--- config.mk ---
export PLATFORM = sky130hd
export DESIGN_NAME = boot_strap_ctl
export DESIGN_NICKNAME = d
export VERILOG_FILES = /design/src/rtl/bstrap_pkg.sv /design/src/rtl/bstrap_rst_qual.sv /design/src/rtl/bstrap_capture.sv /design/src/rtl/bstrap_port_gate.sv /design/src/rtl/boot_strap_ctl.sv
export SDC_FILE = /design/constraint.sdc
export NUM_CORES = 1
export LEC_CHECK = 0
export CAP_MARGIN = 10
export CORE_UTILIZATION = 40
export CTS_BUF_LIST = sky130_fd_sc_hd__clkbuf_2
export CTS_CLUSTER_DIAMETER = 40
export DETAILED_ROUTE_END_ITERATION = 8
export PLACE_DENSITY = 0.68
export SYNTH_ARGS = -nofsm -noshare
export SYNTH_HDL_FRONTEND = slang
export SYNTH_HIERARCHICAL = 1
export SYNTH_SLANG_ARGS = --single-unit
--- constraint.sdc ---
create_clock -name clk -period 1.9 [get_ports clk]
set_clock_uncertainty 0.1 [all_clocks]
set_input_delay 0.38 -clock clk [delete_from_list [all_inputs] [get_ports clk]]
set_output_delay 0.38 -clock clk [all_outputs]
set_load 0.02 [all_outputs]
--- src/rtl/bstrap_pkg.sv ---
package bstrap_pkg;

    // Latched strap word; bit positions are part of the status layout.
    typedef struct packed {
        logic       rom_int;   // bit 4: 1 selects internal program memory
        logic [1:0] clk_sel;   // bits 3:2
        logic       clk_mode;  // bit 1
        logic       pwr_pol;   // bit 0: 1 = active-high port power
    } strap_t;

    localparam int STRAP_W = $bits(strap_t);

    // Counter width that can hold values 0..n-1 (at least one bit).
    function automatic int cnt_width(input int n);
        return (n > 1) ? $clog2(n) : 1;
    endfunction

    // Level that leaves a port unpowered for a given polarity.
    function automatic logic idle_level(input logic pol);
        return ~pol;
    endfunction

    // Request mapped onto the pin level for a given polarity.
    function automatic logic drive_level(input logic req, input logic pol);
        return req ^ ~pol;
    endfunction

endpackage

--- src/rtl/bstrap_rst_qual.sv ---
module bstrap_rst_qual #(
    parameter int SYNC_STAGES = 2,
    parameter int MIN_LOW     = 24
) (
    input  logic clk,
    input  logic rst,
    input  logic pin_n,
    output logic held
);
    localparam int CW = bstrap_pkg::cnt_width(MIN_LOW);
    localparam logic [CW-1:0] LAST = CW'(MIN_LOW - 1);

    logic [SYNC_STAGES-1:0] sync_q;
    logic [CW-1:0]          low_cnt;
    logic                   pin_s;

    assign pin_s = sync_q[SYNC_STAGES-1];

    always_ff @(posedge clk) begin
        if (rst) begin
            sync_q <= '0;
        end else begin
            sync_q <= {sync_q[SYNC_STAGES-2:0], pin_n};
        end
    end

    // Count consecutive low samples; saturate at the qualifying count.
    always_ff @(posedge clk) begin
        if (rst) begin
            low_cnt <= '0;
            held    <= 1'b1;
        end else if (pin_s) begin
            low_cnt <= '0;
            held    <= 1'b0;
        end else begin
            if (low_cnt != LAST) begin
                low_cnt <= low_cnt + 1'b1;
            end
            if (low_cnt == LAST) begin
                held <= 1'b1;
            end
        end
    end

endmodule

--- src/rtl/bstrap_capture.sv ---
module bstrap_capture #(
    parameter int REL_DLY = 8
) (
    input  logic                clk,
    input  logic                rst,
    input  logic                held,
    input  bstrap_pkg::strap_t  live,
    output bstrap_pkg::strap_t  latched,
    output logic                pd_en,
    output logic                pu_en
);
    localparam int RW = bstrap_pkg::cnt_width(REL_DLY + 1);
    localparam logic [RW-1:0] DLY = RW'(REL_DLY);

    logic [RW-1:0] rel_cnt;

    always_ff @(posedge clk) begin
        if (rst) begin
            latched <= '0;
            rel_cnt <= DLY;
        end else begin
            if (held) begin
                latched <= live;
                rel_cnt <= DLY;
            end else if (rel_cnt != '0) begin
                rel_cnt <= rel_cnt - 1'b1;
            end
        end
    end

    assign pd_en = held;
    assign pu_en = held | (rel_cnt != '0);

endmodule

--- src/rtl/bstrap_port_gate.sv ---
module bstrap_port_gate #(
    parameter int NPORT = 3
) (
    input  logic             rst,
    input  logic             pin_n,
    input  logic             held,
    input  logic             live_pol,
    input  logic             latched_pol,
    input  logic [NPORT-1:0] req,
    output logic [NPORT-1:0] port_pwr
);
    logic force_idle;

    // Raw pin participates directly so gating needs no clock edge.
    assign force_idle = rst | ~pin_n | held;

    for (genvar g = 0; g < NPORT; g++) begin : g_port
        assign port_pwr[g] = force_idle
                           ? bstrap_pkg::idle_level(live_pol)
                           : bstrap_pkg::drive_level(req[g], latched_pol);
    end

endmodule

--- src/rtl/boot_strap_ctl.sv ---
module boot_strap_ctl #(
    parameter int NPORT       = 3,
    parameter int SYNC_STAGES = 2,
    parameter int MIN_LOW     = 24,
    parameter int REL_DLY     = 8
) (
    input  logic             clk,
    input  logic             rst,
    input  logic             rst_pin_n,
    input  logic             pol_pin,
    input  logic             clk_mode_pin,
    input  logic [1:0]       clk_sel_pin,
    input  logic             prog_mem_pin,
    input  logic [NPORT-1:0] port_req,
    output logic             clk_strap_pd_en,
    output logic             prog_strap_pu_en,
    output logic [4:0]       strap_status,
    output logic [NPORT-1:0] port_pwr
);
    bstrap_pkg::strap_t live_s;
    bstrap_pkg::strap_t latched_s;
    logic               held;

    assign live_s.rom_int  = prog_mem_pin;
    assign live_s.clk_sel  = clk_sel_pin;
    assign live_s.clk_mode = clk_mode_pin;
    assign live_s.pwr_pol  = pol_pin;

    bstrap_rst_qual #(
        .SYNC_STAGES (SYNC_STAGES),
        .MIN_LOW     (MIN_LOW)
    ) u_qual (
        .clk   (clk),
        .rst   (rst),
        .pin_n (rst_pin_n),
        .held  (held)
    );

    bstrap_capture #(
        .REL_DLY (REL_DLY)
    ) u_cap (
        .clk     (clk),
        .rst     (rst),
        .held    (held),
        .live    (live_s),
        .latched (latched_s),
        .pd_en   (clk_strap_pd_en),
        .pu_en   (prog_strap_pu_en)
    );

    bstrap_port_gate #(
        .NPORT (NPORT)
    ) u_gate (
        .rst         (rst),
        .pin_n       (rst_pin_n),
        .held        (held),
        .live_pol    (pol_pin),
        .latched_pol (latched_s.pwr_pol),
        .req         (port_req),
        .port_pwr    (port_pwr)
    );

    assign strap_status = latched_s;

endmodule

==> summary by stage <==
Status
The flow ran to the end, but the final reports show violations. The checks that failed: setup timing.

Worst setup path
Among all stages on the critical path, the largest delay is contributed by sky130_fd_sc_hd__or3b_4. Of all nets on the critical path, the largest fanout is 2. In this design, the largest share of critical-path delay is due to simple AND/OR/NAND/NOR gates. The critical path data arrival time is 1600 ps.

STA puts the critical path data required time at roughly 1400 ps. The highest cell delay on the worst timing path is between 300 and 400 ps. The critical path contains buffers and inverters numbering 2 combined. The worst setup path is launched from a register. The worst setup path is captured at an output port.

The path type of the worst setup path is register to output port. Walking the worst path, the cells encountered are inv_2 -> ha_4 -> or3b_4 -> or2_4 -> buf_6.

Finish
The relative area change from synthesis to final layout is 45.30%. The number of fill cells is 164. The ratio of cells with drive above 1 in the final layout is roughly a third.

The count of nets after finishing is 129. 0 antenna diodes ended up in the layout. After routing the design area is about 1200 um2. The utilization of the core after routing is 64.38%. The library cell used most frequently in the layout, excluding fill and tap cells, is sky130_fd_sc_hd__buf_4.

In the layout the commonest cells are sky130_fd_sc_hd__buf_4, sky130_fd_sc_hd__dfxtp_1, sky130_fd_sc_hd__clkdlybuf4s50_1, sky130_fd_sc_hd__nor2_1, sky130_fd_sc_hd__mux2i_1.

Detailed routing
The detailed router's first-iteration violation count is 5. Summing over every cut layer, the via total after detailed routing is 667. The detailed-routing iteration count for the pre-antenna-repair pass is 4. The routed wire length is 1541 um. The count of nets left with antenna violations once routing finished came out at 0. After detailed routing, the number of vias per cell comes to 4.799.

The count of unresolved DRC violations after routing is 0. The routed length per placed instance is 11.09 um.

Global routing
Entering global routing, the biggest net connects 15 pins. The number of global-route vias before repair is 620. The total overflow left after global routing is 0. The initial antenna violation count is 0.

The total global routing track utilization is 17.07%. The first global-routing pass estimated 2532 um of wire.

Clocking
In this run the deepest clock path goes through 2 buffers. The clock sink count is 17. The buffer cell driving the clock tree root is sky130_fd_sc_hd__clkbuf_2. The clock slew seen by the registers of the worst setup and hold paths is 170 ps. Counting the buffers created by CTS gives 3. For the worst-skew pair, the clock arrives at the later sink with an insertion delay of 290 ps. The total of hold buffers inserted after clock tree synthesis is 0.

TritonCTS built the clock tree. CTS built an H-tree with a depth of 1.

STA
The peak clock frequency supported by timing is 480.3 MHz. The actual transition at the worst max-transition pin is 291.5 ps. Of the available clock period, the critical path in the final layout requires 109.6%.

For the finished layout, the period the worst path requires is 2082 ps. Setup violations remaining at the end of the flow were counted as 1. The number of max-slew violations in the final report is 0. The headroom to the max-slew limit is approximately four fifths. After layout, the worst setup slack is -182.2 ps. Setup repair after global routing could not meet its margin everywhere.

The number of failing hold endpoints at the final stage is 0.

Synthesis
The mux contribution to synthesized area is 11.29%. The netlist area before placement is 798.3 um2. After synthesis, the mean cell area works out to 10.23 um2. The post-synthesis compound-gate area fraction is 5.172%.

Of the total synthesized cell area, the portion taken by XOR and XNOR cells is 7.680%. For this run, the number of Yosys warnings is 6. The largest family of logic cells by synthesized area is simple AND/OR/NAND/NOR gates.

Yosys mapped the design onto 29 distinct sky130hd cell types. Synthesis inferred 17 register bits. The post-synthesis simple-gate area fraction is 25.55%. The post-synthesis instance total is 78. The share of synthesized cell area in full adder, half adder and majority cells is 4.702%.

After synthesis, flip-flops and latches occupy a little over two fifths of the total area. The net count after synthesis is 92.

Placed design
In this run the cell area measured after placement is approximately 1100 um2. The final RePlAce weighted congestion is 0.8159. The port buffer count is 20.

Summed over all nets, the half-perimeter wirelength after detailed placement is 1079 um.

Floorplanning
During I/O placement, the number of pins put on the boundary was 21. After floorplanning, the core was sized to cover 1802 um2. The die is 46.67 um wide.

The height of the die is roughly 47 um. The die area is ~2200 um2. After floorplanning, the core was divided into 15 placement rows. The starting density of the core is 44.31%.

Flow run
Max-cap violations in this run came to 0.

Power
Summed over all cells, the static leakage comes to between 0.0005 and 0.0006 uW. The total power consumption of the routed design is 689.4 uW. Dividing total power by cell area gives a power density of 594.4 nW/um2. The worst-case IR drop observed on VDD is approximately 0.36 mV.

Min path
The min-delay analysis places its worst path in the category input port to register.
[stage by stage]
stage / instances / worst slack, ps / setup TNS, ps / hold WS (ps)
after detailed placement: 130 / -576.2 / -2009 / 338.8
after global placement: 130 / -539.0 / -1919 / 315.8
after floorplan: 78 / 144.5 / 0 / 313.8
final: 139 / -182.2 / -182.2 / 346.0
after global routing: 139 / -282.6 / -374.6 / 333.6
after CTS: 138 / -190.1 / -190.1 / 332.9
[worst paths after layout]
kind | slack, ps | depth (start not counted) | from | end
hold / removal | 350 | 2 | rst_pin_n | u_qual/sync_q[0]
hold reg to reg | 360 | 1 | u_qual/sync_q[0] | u_qual/sync_q[1]
setup reg to reg | 230 | 5 | u_cap/rel_cnt[0] | u_cap/rel_cnt[1]
setup / recovery | -180 | 5 | u_cap/rel_cnt[0] | prog_strap_pu_en
[synthesized netlist by cell type, drive strengths merged]
cell type | number | share of area [%]
or2 | 1 | 0.78
nor2 | 10 | 4.7
buf | 2 | 1.6
or2b | 2 | 1.9
nor3b | 1 | 2.4
inv | 2 | 0.94
clkbuf | 1 | 0.47
nor3 | 4 | 3.8
a21boi | 1 | 0.94
ha | 3 | 4.7
o21bai | 1 | 0.94
nand4b | 1 | 1.9
xor2 | 4 | 4.4
o21ai | 1 | 0.63
or3b | 1 | 1.4
nand2 | 2 | 0.94
nand3 | 4 | 2.5
a2111oi | 1 | 1.9
and4b | 1 | 1.3
a31oi | 1 | 0.78
nor2b | 2 | 1.6
dfxtp | 17 | 43
mux2i | 9 | 11
nand3b | 1 | 0.94
xnor2 | 3 | 3.3
nand2b | 1 | 0.78
and3 | 1 | 0.78
[power breakdown]
part	leakage (uW)	internal (uW)	switching [uW]	total (uW)
Sequential	0.000141	375	14.2	390
Clock	0.0000164	47.7	114	162
Combinational	0.000391	77.7	60.6	138
Total	0.000548	501	189	689
[logic make-up (layout without fill, tap and decap cells)]
family / Yosys count / in the layout
fa+ha+maj: 3 / 3
xor+xnor: 7 / 7
compound gates: 5 / 5
flops: 17 / 17
mux: 9 / 9
simple gates: 32 / 32
buf+inv: 5 / 41
[timing repair]
item	CTS	global route
gates resized for setup	29	5
buffers inserted	4	1
gates cloned	0	0
setup endpoints to repair	6	5
pin swaps	2	2
[worst register-to-register path: stages, from the launching register on]
cell and delay, ps:
sky130_fd_sc_hd__dfxtp_2 360, sky130_fd_sc_hd__inv_2 70, sky130_fd_sc_hd__ha_4 140, sky130_fd_sc_hd__or3b_4 370, sky130_fd_sc_hd__buf_4 160, sky130_fd_sc_hd__a2111oi_2 370
[cell type report]
type	instances	area [um2]	area share, %
Sequential cell	17	345.3	29.77
Clock buffer	3	15.01	1.295
Timing Repair Buffer	35	302.8	26.11
Tap cell	25	31.28	2.697
Inverter	2	7.507	0.6473
Multi-Input combinational cell	56	452.9	39.05
Clock inverter	1	5.005	0.4315
[registers in the layout, indices dropped and copies added (netlist names)]
register	flops
u_cap/latched	5
u_qual/sync_q	2
u_qual/low_cnt	5
u_qual/held	1
u_cap/rel_cnt	4
[per-layer routing]
layer  up-vias  share of wire [%]  global-route usage [%]
li1        337                  -                       -
met1       307                 46                   20.33
met2        21                 48                   25.83
met3         2                4.7                   7.451
met4         0               0.58                   8.571
met5         -                  0                       0
No activity file was read; power rests on OpenSTA's default activity.
